$ cat config.mk
export PLATFORM = sky130hd
export DESIGN_NAME = intr_enable_bank
export DESIGN_NICKNAME = d
export VERILOG_FILES = /design/src/rtl/ien_pkg.sv /design/src/rtl/ien_decode.sv /design/src/rtl/ien_word.sv /design/src/rtl/intr_enable_bank.sv
export SDC_FILE = /design/constraint.sdc
export NUM_CORES = 1
export LEC_CHECK = 0
export BUFFER_PORTS_ARGS = -buffer_cell sky130_fd_sc_hd__buf_2
export CAP_MARGIN = 30
export CORE_AREA = 2 2 324 326
export DETAILED_ROUTE_END_ITERATION = 12
export DIE_AREA = 0 0 326 328
export PLACE_DENSITY_LB_ADDON = 0.3
export SKIP_LAST_GASP = 1
export SYNTH_ARGS = -nofsm -noshare
export SYNTH_HDL_FRONTEND = slang
export SYNTH_SLANG_ARGS = --single-unit
$ cat constraint.sdc
create_clock -name clk -period 3.65 [get_ports clk]
set_clock_uncertainty 0.05 [all_clocks]
set_input_delay 0.1825 -clock clk [delete_from_list [all_inputs] [get_ports clk]]
set_output_delay 0.1825 -clock clk [all_outputs]
set_load 0.03 [all_outputs]
$ cat src/rtl/ien_pkg.sv
package ien_pkg;
  localparam int          WORD_BITS = 32;
  localparam int          BASE_OFF  = 'h100;
  localparam logic [31:0] SGI_MASK  = 32'h0000_FFFF;

  // Bits a requester may reach in one word: implemented, and either
  // filtering is off, the access is Secure, or the interrupt is Non-secure.
  function automatic logic [31:0] access_bits(input logic [31:0] impl,
                                              input logic [31:0] grp_ns,
                                              input logic        sec_dis,
                                              input logic        secure);
    return impl & (grp_ns | {32{sec_dis | secure}});
  endfunction
endpackage

$ cat src/rtl/ien_decode.sv
module ien_decode import ien_pkg::*; #(
  parameter int ADDR_W    = 12,
  parameter int NUM_WORDS = 4,
  parameter int PE_W      = 4,
  parameter int NUM_BANKS = 8,
  localparam int WIDX_W   = (NUM_WORDS > 1) ? $clog2(NUM_WORDS) : 1,
  localparam int BANK_W   = (NUM_BANKS > 1) ? $clog2(NUM_BANKS) : 1
) (
  input  logic [ADDR_W-1:0] addr,
  input  logic [PE_W-1:0]   req_pe,
  output logic              word_hit,
  output logic [WIDX_W-1:0] word_idx,
  output logic              pe_ok,
  output logic [BANK_W-1:0] bank_idx
);
  logic [ADDR_W-1:0] off;

  assign off      = addr - ADDR_W'(BASE_OFF);
  assign word_hit = (addr >= ADDR_W'(BASE_OFF)) &&
                    (off[ADDR_W-1:2] < (ADDR_W-2)'(NUM_WORDS));
  assign word_idx = off[WIDX_W+1:2];
  assign pe_ok    = req_pe < PE_W'(NUM_BANKS);
  assign bank_idx = req_pe[BANK_W-1:0];
endmodule

$ cat src/rtl/ien_word.sv
module ien_word #(
  parameter int W = 32
) (
  input  logic         clk,
  input  logic         rst,
  input  logic [W-1:0] set_bits,
  input  logic [W-1:0] clr_bits,
  output logic [W-1:0] q
);
  always_ff @(posedge clk) begin
    if (rst) q <= '0;
    else     q <= (q & ~clr_bits) | set_bits;
  end

  assert_set_sticks_R3: assert property (@(posedge clk) disable iff (rst)
    (|set_bits) |=> ((q & $past(set_bits)) == $past(set_bits)));

  assert_clear_wins_unless_set_R9: assert property (@(posedge clk) disable iff (rst)
    (|clr_bits) |=> ((q & $past(clr_bits) & ~$past(set_bits)) == '0));

  assert_idle_stable_R3: assert property (@(posedge clk) disable iff (rst)
    ((set_bits == '0) && (clr_bits == '0)) |=> $stable(q));
endmodule

$ cat src/rtl/intr_enable_bank.sv
module intr_enable_bank import ien_pkg::*; #(
  parameter int NUM_WORDS = 4,
  parameter int NUM_BANKS = 8,
  parameter int PE_W      = 4,
  parameter int ADDR_W    = 12,
  localparam int NUM_INTR = NUM_WORDS * WORD_BITS,
  localparam int SPI_W    = NUM_INTR - WORD_BITS,
  localparam int WIDX_W   = (NUM_WORDS > 1) ? $clog2(NUM_WORDS) : 1,
  localparam int BANK_W   = (NUM_BANKS > 1) ? $clog2(NUM_BANKS) : 1
) (
  input  logic                       clk,
  input  logic                       rst,
  input  logic                       wr_en,
  input  logic                       rd_en,
  input  logic [ADDR_W-1:0]          addr,
  input  logic [31:0]                wdata,
  input  logic                       req_secure,
  input  logic [PE_W-1:0]            req_pe,
  input  logic                       sec_disable,
  input  logic [NUM_INTR-1:0]        group_ns,
  input  logic [NUM_INTR-1:0]        impl_mask,
  input  logic [NUM_INTR-1:0]        clr_en,
  input  logic [PE_W-1:0]            clr_pe,
  output logic [31:0]                rd_data,
  output logic                       rd_valid,
  output logic [SPI_W-1:0]           spi_en,
  output logic [NUM_BANKS*32-1:0]    priv_en
);
  // ---------------- decode ----------------
  logic              word_hit;
  logic [WIDX_W-1:0] word_idx;
  logic              pe_ok;
  logic [BANK_W-1:0] bank_idx;

  ien_decode #(.ADDR_W(ADDR_W), .NUM_WORDS(NUM_WORDS), .PE_W(PE_W),
               .NUM_BANKS(NUM_BANKS)) u_dec (
    .addr(addr), .req_pe(req_pe), .word_hit(word_hit),
    .word_idx(word_idx), .pe_ok(pe_ok), .bank_idx(bank_idx));

  // ---------------- per-word configuration ----------------
  logic [31:0] impl_w [NUM_WORDS];
  logic [31:0] grp_w  [NUM_WORDS];
  for (genvar w = 0; w < NUM_WORDS; w++) begin : g_cfg
    assign impl_w[w] = impl_mask[w*32 +: 32];
    assign grp_w[w]  = group_ns[w*32 +: 32];
  end

  logic        is_w0;
  logic [31:0] rd_mask;   // bits the current requester may see
  logic [31:0] wr_mask;   // bits the current requester may set

  assign is_w0   = (word_idx == '0);
  assign rd_mask = word_hit
                 ? (access_bits(impl_w[word_idx], grp_w[word_idx], sec_disable, req_secure)
                    & {32{!is_w0 || pe_ok}})
                 : 32'h0;
  assign wr_mask = rd_mask & ~(is_w0 ? SGI_MASK : 32'h0);

  // ---------------- shared words (1 .. NUM_WORDS-1) ----------------
  logic [31:0] shr_q [NUM_WORDS-1];
  for (genvar j = 1; j < NUM_WORDS; j++) begin : g_shr
    logic [31:0] set_v;
    assign set_v = (wr_en && (word_idx == WIDX_W'(j))) ? (wdata & wr_mask) : 32'h0;
    ien_word #(.W(32)) u_w (
      .clk(clk), .rst(rst), .set_bits(set_v),
      .clr_bits(clr_en[j*32 +: 32]), .q(shr_q[j-1]));
    assign spi_en[(j-1)*32 +: 32] = shr_q[j-1];
  end

  // ---------------- banked word 0 ----------------
  logic [31:0] bank_q [NUM_BANKS];
  for (genvar b = 0; b < NUM_BANKS; b++) begin : g_bank
    logic [31:0] set_v;
    logic [31:0] clr_v;
    assign set_v = (wr_en && is_w0 && (bank_idx == BANK_W'(b))) ? (wdata & wr_mask) : 32'h0;
    assign clr_v = (clr_pe == PE_W'(b)) ? (clr_en[31:0] & ~SGI_MASK) : 32'h0;
    ien_word #(.W(32)) u_w (
      .clk(clk), .rst(rst), .set_bits(set_v), .clr_bits(clr_v), .q(bank_q[b]));
    assign priv_en[b*32 +: 32] = bank_q[b] | (impl_mask[31:0] & SGI_MASK);
  end

  // ---------------- read path ----------------
  logic [31:0] sel_store;
  logic [31:0] rd_value;

  assign sel_store = is_w0 ? (bank_q[bank_idx] | SGI_MASK) : shr_q[word_idx - WIDX_W'(1)];
  assign rd_value  = sel_store & rd_mask;

  always_ff @(posedge clk) begin
    if (rst) begin
      rd_valid <= 1'b0;
      rd_data  <= 32'h0;
    end else begin
      rd_valid <= rd_en;
      if (rd_en) rd_data <= rd_value;
    end
  end

  assert_rd_valid_next_R4: assert property (@(posedge clk) disable iff (rst)
    rd_en |=> rd_valid);

  assert_no_valid_idle_R4: assert property (@(posedge clk) disable iff (rst)
    !rd_en |=> !rd_valid);

  assert_oob_reads_zero_R10: assert property (@(posedge clk) disable iff (rst)
    (rd_en && !word_hit) |=> (rd_data == 32'h0));

  assert_masked_bits_zero_R5: assert property (@(posedge clk) disable iff (rst)
    rd_en |=> ((rd_data & ~$past(rd_mask)) == 32'h0));
endmodule

==> results.md <==
* Status: finished clean
* Reg2reg end: rd_data[30]
* Startpoint types: input port
* IO buf count at 808
* Synthesized flop and latch total at 385
* Synth Area per Inst at 9.193 µm²
* R2R depth at 4
* Cell taking the most area after synthesis: dfxtp_1
* WS Path Type: input port to register
* I/O pin count at between 800 and 900
* Rel. slew slack at 0.3370
* Flop-to-flop setup slack at 2.24 ns
* Core area at 103,200 µm²
* Final setup violation count at 0
* Post-Syn Area at 19,200 µm²
* Sequential share of power at 0.395
* Launch point of the worst reg-to-reg path: g_bank[0].u_w.q[30]
* Post-synth top flop: dfxtp_1
* Number of global-route vias before repair at 18,910
* Leak at 11.64 nW
* Count of cell types in the netlist at 51
* FFs w/ async S/R, synth at 0
* CTS tree: yes
* Pre-CTS setup slack at 0.6553 ns
* Synth Area in Compound Gates at 0.1147
* Critical path origin: addr[2]
* Post-synthesis mux area share at 0.1356
* Max Slew Vio Count at 0
* H-Tree Depth at 2
* Synth Area in Simple Gates at 0.2498
* Vias at 19,090
* Final Hold Fails at 0
* Chip width at 326 µm
* Power Dens Cells at approximately 400 nW/µm²
* WL per Instance at 24.67 µm
* Grt total ovfl at 0
* Setup Buffers After CTS at 0
* Switching share of power at 0.2737
* Max Fclk at 372.9 MHz
* Root Buffer Master: clkbuf_16
* Finished Core Util at 0.2621
* Worst-Margin Slew at 0.9863 ns
* Worst min-delay path startpoint: rst
* Clk network pwr share at 0.459
* Longest Clk Path Bufs at 3
* # rows at ~120
* First-pass GRT wire length at around 140,000 µm
* GRT Util Overall at 0.1899
* Hold path endpoint: g_shr[1].u_w.q[30]
* Synthesized net count at 2,534
* Worst Hold Depth at 4
* WL final at 106,400 µm
* Post-synthesis xor/xnor area fraction at 0
* Drt first pass iters at 5
* Reg clk slew, reported paths at 0.06 ns
* Largest family of logic cells by synthesized area: simple AND/OR/NAND/NOR gates
* CP max FO at 16
* Post-DR vias/cell at 4.424
* Max Cap Violations at 0
* Nature of the critical path endpoint: register
* TNS Setup at 0 ns
* EDFF count, synth at 0
* Nets@finish at 3,332
* Clk sink count at 385
* Starting Density at 0.1860
* Die ar. at 106,900 µm²
* Seq/Total Area, Yosys at 0.4015
* NetSw at ~2.9 mW
* Ys Warns at 0
* Area delta synth->final at 40.90%
* Crit path required time at 4.09 ns
* RSZ-0062 raised after global routing: no
* Worst skew pair latency at 0.60 ns
* Fraction of layout cells with a size suffix above 1 at 0.4326
* Adder-Cell Fraction of Synth Area at 0.002607
* Remaining antenna violation count at 0
* Max IR drop VDD at 297.1 µV
* Combinational share of power at 0.146
* Iteration-0 DRC Markers at 1,268
* Post-synth top area share at 0.4015
* Largest cells by area after synthesis: dfxtp_1 40%, mux2_2 6.5%, buf_4 5.7%
* Worst Slack Setup Final at 0.9686 ns
* Power Total at 10.63 mW
* Worst hold slack at 0.07148 ns
* Internal at a little under 8 mW
* Min-delay worst type: input port to register
* CTS buffer count at 48
* DR DRC count at 0
* Period utilization at 0.7346
* Die height at 328 µm
* Min Tclk post-route at about 2.7 ns
* Initial antenna violation count at 52
* Critical Path AT at 3.12 ns
* Cells after Synth at 2,088
* Post-DP HPWL at 83,590 µm
* Largest net degree at the start of global routing at 121
* RePlAce Congestion at 0.8421
cells in the mapped netlist, drive strengths merged, types with 47 or more instances:
library cell / instances
nand3b: 130
buf: 194
a21oi: 47
nor2b: 129
or2: 128
nand2: 264
dfxtp: 385
mux4: 49
clkbuf: 93
o21ai: 239
nor2: 98
mux2: 111
worst max-delay path, cell delays in order:
cell and delay [ns]:
buf_6 0.24, or3b_2 0.73, buf_4 0.30, o221ai_1 0.69, or3b_1 0.25, o21ai_0 0.10
dlygate4sd3_1 0.60
metrics by stage:
| step | cells | instance area [µm²] |
|---|---|---|
| 5_1_grt | 4307 | 27030 |
| 6_report | 4314 | 27050 |
| 3_3_place_gp | 4048 | 23720 |
| 2_1_floorplan | 2088 | 19200 |
| 3_5_place_dp | 4050 | 23760 |
| 4_1_cts | 4301 | 27010 |
logic make-up (layout without fill, tap and decap cells):
kind of cell               after synthesis  in the layout
adders and majority gates                4              4
other                                    0             12
DFF                                    385            385
and+or+nand+nor                        865            865
AOI/OAI and AO/OA                      366            366
muxes                                  176            176
buffers and inverters                  292           1126
final cells by class:
class                      instances  area (µm²)
clock inverter                    13       142.6
multi-input combinational       1411        9727
timing repair buffer            1035        6237
antenna                           12       30.03
inverter                           5       18.77
tap                             1380        1727
sequential                       385        7707
fill                           11260       76150
clock buffer                      73        1458
cells in the final DEF, fill, tap and decap left out, types with 30 or more instances in the layout:
cell type	n
nand2_1	264
nor2b_1	129
or2_2	128
o21ai_0	166
o21ai_1	53
mux2_2	111
buf_4	59
nor2_1	97
buf_2	805
a21oi_1	47
o22ai_1	30
clkbuf_16	50
nand3b_1	130
dlygate4sd3_1	165
dfxtp_1	385
power by group through the flow:
stage	combinational [mW]	clock (mW)	sequential, mW
after floorplan	0.743	0	4.30
after global placement	1.48	0	4.30
after detailed placement	1.48	0	4.30
after CTS	1.59	5.00	4.20
after global routing	1.66	5.16	4.20
final	1.55	4.88	4.20
flip-flops by register name, summed over array words and instances, names as in the netlist:
name          cells
g_bank.u_w.q    256
rd_data          32
rd_valid          1
g_shr.u_w.q      96
worst max path at each step:
| stage | slack [ns] | cells after the start | to |
|---|---|---|---|
| 4_1_cts | 0.89 | 7 | g_shr[1].u_w.q[2] |
| 3_3_place_gp | 0.69 | 7 | g_bank[0].u_w.q[17] |
| 3_5_place_dp | 0.66 | 5 | g_bank[1].u_w.q[29] |
| 5_1_grt | 0.83 | 7 | g_shr[3].u_w.q[17] |
| 6_report | 0.97 | 7 | g_shr[3].u_w.q[2] |
| 2_1_floorplan | 0.85 | 16 | g_bank[0].u_w.q[30] |
timing repair:
action,in CTS,in global routing
hold endpoints to repair,224,0
resized for setup,0,0
hold buffers,165,0
metal layers:
layer | up-vias | GRT usage | share of wire
met4 | 16 | 0.04879 | 0.029
met3 | 206 | 0.04257 | 0.063
met1 | 9229 | 0.2294 | 0.41
li1 | 8750 | - | -
met5 | - | 0 | 0.0010
met2 | 885 | 0.3383 | 0.50
(Power assumes the default switching activity.)
